==> src/rtl/i2c_eeprom_pkg.sv <==
package i2c_eeprom_pkg;
  localparam logic [3:0] CTRL_TAG = 4'b1010;
  localparam int unsigned BLOCK_BYTES = 256;

  typedef enum logic [3:0] {
    ST_IDLE,
    ST_CTRL,
    ST_ADDR,
    ST_WDATA,
    ST_ACK1,
    ST_ACK2,
    ST_RDATA,
    ST_RLAST,
    ST_RACK,
    ST_RNEXT,
    ST_SKIP
  } slv_state_e;
endpackage

==> src/rtl/i2c_line_sampler.sv <==
module i2c_line_sampler #(
  parameter int unsigned STAGES = 2
) (
  input  logic clk,
  input  logic rst_n,
  input  logic scl_i,
  input  logic sda_i,
  output logic scl_s,
  output logic sda_s,
  output logic scl_rise,
  output logic scl_fall,
  output logic bus_start,
  output logic bus_stop
);
  logic [STAGES:0] scl_q;
  logic [STAGES:0] sda_q;
  logic scl_p, sda_p;

  always_ff @(posedge clk or negedge rst_n) begin
    if (!rst_n) begin
      scl_q <= '1;
      sda_q <= '1;
    end else begin
      scl_q <= {scl_q[STAGES-1:0], scl_i};
      sda_q <= {sda_q[STAGES-1:0], sda_i};
    end
  end

  assign scl_s = scl_q[STAGES-1];
  assign sda_s = sda_q[STAGES-1];
  assign scl_p = scl_q[STAGES];
  assign sda_p = sda_q[STAGES];

  assign scl_rise  = scl_s & ~scl_p;
  assign scl_fall  = ~scl_s & scl_p;
  assign bus_start = scl_s & scl_p & sda_p & ~sda_s;
  assign bus_stop  = scl_s & scl_p & ~sda_p & sda_s;
endmodule

==> src/rtl/eeprom_store.sv <==
module eeprom_store #(
  parameter int unsigned DEPTH = 512,
  parameter int unsigned AW = $clog2(DEPTH)
) (
  input  logic          clk,
  input  logic          we,
  input  logic [AW-1:0] waddr,
  input  logic [7:0]    wdata,
  input  logic [AW-1:0] raddr,
  output logic [7:0]    rdata
);
  logic [7:0] mem [DEPTH];

  always_ff @(posedge clk) begin
    if (we) mem[waddr] <= wdata;
  end

  assign rdata = mem[raddr];
endmodule

==> src/rtl/eeprom_slave_fsm.sv <==
module eeprom_slave_fsm
  import i2c_eeprom_pkg::*;
#(
  parameter int unsigned AW = 9
) (
  input  logic          clk,
  input  logic          rst_n,
  input  logic          scl_s,
  input  logic          sda_s,
  input  logic          scl_rise,
  input  logic          scl_fall,
  input  logic          bus_start,
  input  logic          bus_stop,
  input  logic          wp_i,
  input  logic [7:0]    rd_byte,
  output logic [AW-1:0] rd_addr,
  output logic          mem_we,
  output logic [AW-1:0] mem_waddr,
  output logic [7:0]    mem_wdata,
  output logic          sda_oe
);
  slv_state_e state_q, after_q;
  logic [2:0]    bitcnt_q;
  logic [7:0]    shreg_q;
  logic [AW-1:0] ptr_q;
  logic [AW-1:0] waddr_q;
  logic [7:0]    wdata_q;
  logic          armed_q, arm_pend_q, oe_q;

  logic [7:0]    nb;
  logic [AW-1:0] ptr_ctrl, ptr_addr, ptr_next;
  logic          prot_hit, quiet, load_now, wr_accept;

  assign nb    = {shreg_q[6:0], sda_s};
  assign quiet = ~bus_start & ~bus_stop;

  generate
    if (AW > 8) begin : g_blk
      assign ptr_ctrl = {nb[AW-8:1], ptr_q[7:0]};
      assign ptr_addr = {ptr_q[AW-1:8], nb};
      assign ptr_next = {ptr_q[AW-1:8], ptr_q[7:0] + 8'd1};
      assign prot_hit = wp_i & ptr_q[AW-1];
    end else begin : g_one
      assign ptr_ctrl = ptr_q;
      assign ptr_addr = nb;
      assign ptr_next = ptr_q + {{(AW-1){1'b0}}, 1'b1};
      assign prot_hit = 1'b0;
    end
  endgenerate

  assign load_now  = quiet & scl_fall &
                     ((state_q == ST_ACK2 && after_q == ST_RDATA) || state_q == ST_RNEXT);
  assign wr_accept = quiet & scl_rise & (state_q == ST_WDATA) &
                     (bitcnt_q == 3'd7) & ~prot_hit;

  always_ff @(posedge clk or negedge rst_n) begin
    if (!rst_n) begin
      state_q    <= ST_IDLE;
      after_q    <= ST_IDLE;
      bitcnt_q   <= '0;
      shreg_q    <= '0;
      ptr_q      <= '0;
      waddr_q    <= '0;
      wdata_q    <= '0;
      armed_q    <= 1'b0;
      arm_pend_q <= 1'b0;
      oe_q       <= 1'b0;
    end else if (bus_start) begin
      state_q    <= ST_CTRL;
      bitcnt_q   <= '0;
      oe_q       <= 1'b0;
      armed_q    <= 1'b0;
      arm_pend_q <= 1'b0;
    end else if (bus_stop) begin
      state_q    <= ST_IDLE;
      oe_q       <= 1'b0;
      armed_q    <= 1'b0;
      arm_pend_q <= 1'b0;
    end else if (load_now) begin
      shreg_q  <= rd_byte;
      ptr_q    <= ptr_next;
      oe_q     <= ~rd_byte[7];
      bitcnt_q <= '0;
      state_q  <= ST_RDATA;
    end else begin
      unique case (state_q)
        ST_CTRL, ST_ADDR, ST_WDATA: begin
          if (scl_rise) begin
            shreg_q  <= nb;
            bitcnt_q <= bitcnt_q + 3'd1;
            if (bitcnt_q == 3'd7) begin
              if (state_q == ST_CTRL) begin
                if (nb[7:4] == CTRL_TAG) begin
                  ptr_q   <= ptr_ctrl;
                  after_q <= nb[0] ? ST_RDATA : ST_ADDR;
                  state_q <= ST_ACK1;
                end else begin
                  state_q <= ST_SKIP;
                end
              end else if (state_q == ST_ADDR) begin
                ptr_q   <= ptr_addr;
                after_q <= ST_WDATA;
                state_q <= ST_ACK1;
              end else if (prot_hit) begin
                state_q <= ST_SKIP;
              end else begin
                waddr_q    <= ptr_q;
                wdata_q    <= nb;
                ptr_q      <= ptr_next;
                arm_pend_q <= 1'b1;
                after_q    <= ST_SKIP;
                state_q    <= ST_ACK1;
              end
            end
          end
        end
        ST_ACK1: if (scl_fall) begin
          oe_q    <= 1'b1;
          state_q <= ST_ACK2;
        end
        ST_ACK2: if (scl_fall) begin
          oe_q     <= 1'b0;
          bitcnt_q <= '0;
          state_q  <= after_q;
          if (arm_pend_q) begin
            armed_q    <= 1'b1;
            arm_pend_q <= 1'b0;
          end
        end
        ST_RDATA: begin
          if (scl_rise) begin
            bitcnt_q <= bitcnt_q + 3'd1;
            if (bitcnt_q == 3'd7) state_q <= ST_RLAST;
          end else if (scl_fall) begin
            shreg_q <= {shreg_q[6:0], 1'b0};
            oe_q    <= ~shreg_q[6];
          end
        end
        ST_RLAST: if (scl_fall) begin
          oe_q    <= 1'b0;
          state_q <= ST_RACK;
        end
        ST_RACK: if (scl_rise) begin
          state_q <= sda_s ? ST_SKIP : ST_RNEXT;
        end
        default: ;
      endcase
    end
  end

  assign rd_addr   = ptr_q;
  assign mem_we    = bus_stop & armed_q;
  assign mem_waddr = waddr_q;
  assign mem_wdata = wdata_q;
  assign sda_oe    = oe_q;

  assert_stop_release_R5: assert property (@(posedge clk) disable iff (!rst_n)
    bus_stop |=> !sda_oe);
  assert_drive_low_phase_R12: assert property (@(posedge clk) disable iff (!rst_n)
    !$stable(sda_oe) |-> !scl_s);
  assert_skip_silent_R2: assert property (@(posedge clk) disable iff (!rst_n)
    (state_q == ST_SKIP) |-> !sda_oe);
  assert_commit_needs_ack_R11: assert property (@(posedge clk) disable iff (!rst_n)
    mem_we |-> (state_q == ST_SKIP));

  generate
    if (AW > 8) begin : g_chk
      assert_wrap_in_block_R7: assert property (@(posedge clk) disable iff (!rst_n)
        (load_now || wr_accept) |=>
          (ptr_q[AW-1:8] == $past(ptr_q[AW-1:8])) &&
          (ptr_q[7:0] == $past(ptr_q[7:0]) + 8'd1));
      assert_no_protected_write_R9: assert property (@(posedge clk) disable iff (!rst_n)
        mem_we |-> !(wp_i && mem_waddr[AW-1]));
    end
  endgenerate
endmodule

==> src/rtl/i2c_eeprom_slave.sv <==
module i2c_eeprom_slave #(
  parameter int unsigned MEM_BYTES = 512,
  parameter int unsigned SYNC_STAGES = 2
) (
  input  logic clk,
  input  logic rst_n,
  input  logic scl_i,
  input  logic sda_i,
  input  logic wp_i,
  output logic sda_oe_o,
  output logic sda_o
);
  localparam int unsigned AW = $clog2(MEM_BYTES);

  logic scl_s, sda_s, scl_rise, scl_fall, bus_start, bus_stop;
  logic [7:0]    rd_byte, mem_wdata;
  logic [AW-1:0] rd_addr, mem_waddr;
  logic          mem_we;

  i2c_line_sampler #(.STAGES(SYNC_STAGES)) u_sampler (
    .clk(clk), .rst_n(rst_n), .scl_i(scl_i), .sda_i(sda_i),
    .scl_s(scl_s), .sda_s(sda_s), .scl_rise(scl_rise), .scl_fall(scl_fall),
    .bus_start(bus_start), .bus_stop(bus_stop)
  );

  eeprom_slave_fsm #(.AW(AW)) u_fsm (
    .clk(clk), .rst_n(rst_n), .scl_s(scl_s), .sda_s(sda_s),
    .scl_rise(scl_rise), .scl_fall(scl_fall), .bus_start(bus_start),
    .bus_stop(bus_stop), .wp_i(wp_i), .rd_byte(rd_byte), .rd_addr(rd_addr),
    .mem_we(mem_we), .mem_waddr(mem_waddr), .mem_wdata(mem_wdata),
    .sda_oe(sda_oe_o)
  );

  eeprom_store #(.DEPTH(MEM_BYTES), .AW(AW)) u_store (
    .clk(clk), .we(mem_we), .waddr(mem_waddr), .wdata(mem_wdata),
    .raddr(rd_addr), .rdata(rd_byte)
  );

  assign sda_o = 1'b0;
endmodule

==> config.mk <==
export PLATFORM = sky130hd
export DESIGN_NAME = i2c_eeprom_slave
export DESIGN_NICKNAME = d
export VERILOG_FILES = /design/src/rtl/i2c_eeprom_pkg.sv /design/src/rtl/i2c_line_sampler.sv /design/src/rtl/eeprom_store.sv /design/src/rtl/eeprom_slave_fsm.sv /design/src/rtl/i2c_eeprom_slave.sv
export SDC_FILE = /design/constraint.sdc
export NUM_CORES = 2
export LEC_CHECK = 0
export CORE_MARGIN = 10
export CORE_UTILIZATION = 55
export DETAILED_ROUTE_END_ITERATION = 16
export GPL_ROUTABILITY_DRIVEN = 0
export PLACE_DENSITY = 0.74
export SLEW_MARGIN = 20
export SYNTH_ARGS = -nofsm -noshare
export SYNTH_HDL_FRONTEND = slang
export SYNTH_HIERARCHICAL = 1
export SYNTH_SLANG_ARGS = --single-unit
==> constraint.sdc <==
create_clock -name clk -period 9.6 [get_ports clk]
set_input_delay 0.96 -clock clk [delete_from_list [all_inputs] [get_ports clk]]
set_output_delay 0.96 -clock clk [all_outputs]
set_load 0.1 [all_outputs]
==> flow_summary.yaml <==
timing:
  tightest_slew_ns: 1.32
  post-route-period-util_pct: 58.0
  slew_viol_final: 0
  fin_crit_ns: 5.57
  timing.setup.tns_ns: 0
  hold_viol_final: 0
  fmax_ghz: 0.180
  setup_violations: 0
  finClkSkew_ns: 0.0783
  max_slew_margin_pct: 11.8
  holdWs_ns: 0.172
  rsz0062_at_grt: "no"
cts:
  cts_root_buf: "clkbuf_16"
  clock_path_buffers: 4
  htree_levels: 5
  cts_tree: "yes"
  cts_buffers: 400
  ctsHoldBuffers: 0
  cts.sinks: 4149
  cts.clk_slew.worst_paths_ns: 0.06
  cts-resized-gates: 0
  clock_latency_ns: 1.00
  post_cts_buffers: 0
worst_setup_path:
  crit_end: "u_fsm/shreg_q[5]$_DFFE_PN0P_"
  r2r-end: "u_fsm/shreg_q[5]$_DFFE_PN0P_"
  path_max_fanout: 67
  r2r-start: "u_fsm/rd_addr[1]$_DFFE_PN0P_"
  slowest_delay_ns: 0.91
  worst-path-stages: 12
  startpoint: "u_fsm/rd_addr[1]$_DFFE_PN0P_"
  path_buf_inv: 3
  cpMaxStageDelayCell: "o21ai_1"
  cp.arrival_ns: 6.45
  cp_top_family: "compound AO/OA/AOI/OAI gates"
  crit_path_end_kind: "register"
  criticalPathCategory: "register to register"
  cp.required_ns: 10.48
  r2r_slack_ns: 4.03
  cpMostUsedCell: "buf_4"
  cp_cell_sequence: "buf_4 -> nand2b_4 -> buf_4 -> buf_4 -> o221ai_1 -> a21oi_1 -> nor2_1 -> nand3_1 -> o21ai_1 -> o2111a_1 -> nand2_1 -> o21ai_1"
  start_kind: "register"
  rr_worst_depth: 12
route:
  drcViolationCount: 0
  antenna_left: 0
  dr_total_vias: 85095
  drtIter0Drc: 12897
  post_drt_wl_per_cell_um: 32.1
  dr.pass1.iters: 8
  wirelength_um: 404000
  viasPerCell: 6.77
global_route:
  grt-ovfl-total: 0
  grt_max_degree: 222
  grt_pass1_vias: 83679
  grt.total_usage_pct: 24.9
  grt_antenna_before_repair: 11
  grt_pass1_wl_um: 590000
power:
  irDropWorstVdd_mv: 0.226
  power.share.clock_pct: 36.8
  p_comb_share_pct: 15.2
  power.leakage_nw: 49.4
  switchingPower_mw: 10.8
  p_per_area_mw_per_mm2: 230
  p_sw_share_pct: 26.1
  p_seq_share_pct: 48.0
  p_int_mw: 30.5
placed_design:
  port_buffers: 5
  hpwlAfterDp_um: 237000
yosys:
  async_flop_share_pct: 1.28
  synthesis.area_mm2: 0.163
  syn-mean-instance-area_um2: 19.6
  synthCells: 8291
  ys_types: 84
  ys.flop_type: "edfxtp_1"
  ys_ff_latch: 4149
  ys_seq_area_share_pct: 76.4
  synth_nets: 8299
  synth_edf_count: 4096
  synth_warnings: 6
job:
  drv_cap: 0
layout:
  multi_input_area_mm2: 0.0355
  fin_nets: 8327
  ff_latch_area_mm2: 0.124
  drive_gt1_share_pct: 16.7
  num-fill-cells: 19941
  area.growth.synth_to_final_pct: 10.0
floorplanning:
  ios: 7
  die_h_um: 564
  die_area_mm2: 0.318
  die-width_um: 564
  core.rowCount: 199
  core_mm2: 0.294
  initial_core_util_pct: 55.3
min_path:
  hold_path.class: "primary input to asynchronous set/reset pin"
outcome:
  status: "finished clean"
[Yosys cell counts (all sizes together), types with 3 or more instances]
| master | n | area share (%) |
|---|---|---|
| o22ai | 164 | 0.63 |
| o2111a | 8 | 0.055 |
| nor2b | 11 | 0.044 |
| nor4 | 36 | 0.14 |
| dfstp | 6 | 0.097 |
| a22o | 13 | 0.070 |
| a22oi | 63 | 0.29 |
| nand3 | 45 | 0.15 |
| dfrtp | 47 | 0.72 |
| nor3b | 9 | 0.042 |
| and3 | 8 | 0.031 |
| o211ai | 6 | 0.036 |
| nor2 | 610 | 1.4 |
| mux2i | 803 | 4.9 |
| and2 | 24 | 0.092 |
| ha | 3 | 0.023 |
| o31ai | 18 | 0.083 |
| mux4 | 654 | 9.1 |
| and3b | 5 | 0.027 |
| or3 | 8 | 0.031 |
| and4b | 3 | 0.018 |
| or2 | 10 | 0.040 |
| nand4 | 33 | 0.13 |
| o21ai | 137 | 0.42 |
| a211oi | 19 | 0.088 |
| o22a | 3 | 0.016 |
| o21a | 3 | 0.014 |
| nand2 | 131 | 0.30 |
| o41ai | 7 | 0.038 |
| mux2 | 19 | 0.15 |
| a2111oi | 3 | 0.016 |
| nor3 | 110 | 0.34 |
| a41oi | 3 | 0.016 |
| o221ai | 374 | 2.0 |
| nand2b | 13 | 0.050 |
| buf | 257 | 1.2 |
| edfxtp | 4096 | 76 |
| a31oi | 5 | 0.019 |
| clkbuf | 270 | 0.62 |
| o311ai | 6 | 0.032 |
| inv | 12 | 0.028 |
| a21oi | 206 | 0.64 |
| nor4b | 4 | 0.048 |
[registers in the layout (all words and copies together), names as in the netlist]
signal,cells
u_store/mem,4096
u_fsm/mem_waddr,9
u_fsm/rd_addr,9
u_fsm/mem_wdata,8
u_fsm/shreg_q,7
u_fsm/after_q,4
u_fsm/state_q,4
u_fsm/bitcnt_q,3
u_sampler/scl_q,3
u_sampler/sda_q,3
u_fsm/arm_pend_q,1
u_fsm/armed_q,1
u_fsm/sda_oe,1
[stage by stage]
step	utilization [%]	std cells	power (mW)	cell area, µm²	setup slack (ns)
4_1_cts	60.8	12554	41.3	179000	4.29
5_1_grt	60.8	12559	42.4	179000	4.11
2_1_floorplan	-	8291	25.3	163000	2.13
3_5_place_dp	56.5	11832	26.4	166000	4.33
3_3_place_gp	56.4	11830	26.3	166000	3.66
6_report	60.8	12563	41.2	179000	4.03
[layer usage]
layer  up-vias  GRT usage [%]  wire length [µm]
met5         -              0                83
met4        10           9.31             17800
met3       999           6.05             48100
met2      5730           38.4            189000
met1     43886           34.9            149000
li1      34470              -                 -
[worst min-delay path by stage]
stage	start	endpoint	slack [ns]	depth (start not counted)
6_report	rst_n	u_fsm/shreg_q[2]$_DFFE_PN0P_	0.17	2
5_1_grt	rst_n	u_fsm/shreg_q[2]$_DFFE_PN0P_	0.21	2
4_1_cts	rst_n	u_fsm/shreg_q[2]$_DFFE_PN0P_	0.17	2
3_5_place_dp	u_sampler/sda_q[0]$_DFF_PN1_	u_sampler/sda_q[1]$_DFF_PN1_	0.35	0
3_3_place_gp	u_sampler/sda_q[0]$_DFF_PN1_	u_sampler/sda_q[1]$_DFF_PN1_	0.35	0
2_1_floorplan	u_sampler/scl_q[0]$_DFF_PN1_	u_sampler/scl_q[1]$_DFF_PN1_	0.35	0
[logic make-up after synthesis]
group	synth area share [%]
buffers and inverters	1.89
flip-flops	76.4
multiplexers	14.1
AO/OA/AOI/OAI	4.58
adder cells (fa/ha/maj)	0.0231
AND/OR/NAND/NOR	2.93
other	0.00231
[power by group through the flow]
stage / Combinational, mW / Sequential, mW / Clock, mW
after floorplan: 5.21 / 20.1 / 0
after global placement: 6.14 / 20.2 / 0
after detailed placement: 6.20 / 20.2 / 0
after CTS: 6.22 / 19.8 / 15.4
after global routing: 6.57 / 19.8 / 16.1
final: 6.25 / 19.8 / 15.2
[placed cells by master, fill, tap and decap left out, types with 24 or more instances in the layout]
cell type and count:
a22oi_1 63, clkbuf_1 88, o21ai_0 121, clkinv_1 98
nor2_1 605, edfxtp_1 4096, nor3_1 108, nand4_1 33
mux2i_1 803, and2_1 24, nand3_1 39, bufinv_16 27
mux4_2 654, nor4_1 28, buf_4 123, clkbuf_16 403
o22ai_1 164, dfrtp_1 34, a21oi_1 205, nand2_1 118
o221ai_1 373, clkinv_2 62
[cell type report]
type | count | share of cell area [%]
antenna | 5 | 0.00699
clock buffer | 496 | 5.86
clock inverter | 226 | 1.20
inverter | 12 | 0.0294
multi-input combinational | 3603 | 19.9
sequential | 4149 | 69.5
tap | 3919 | 2.74
timing repair buffer | 153 | 0.819
(Power assumes the default switching activity.)
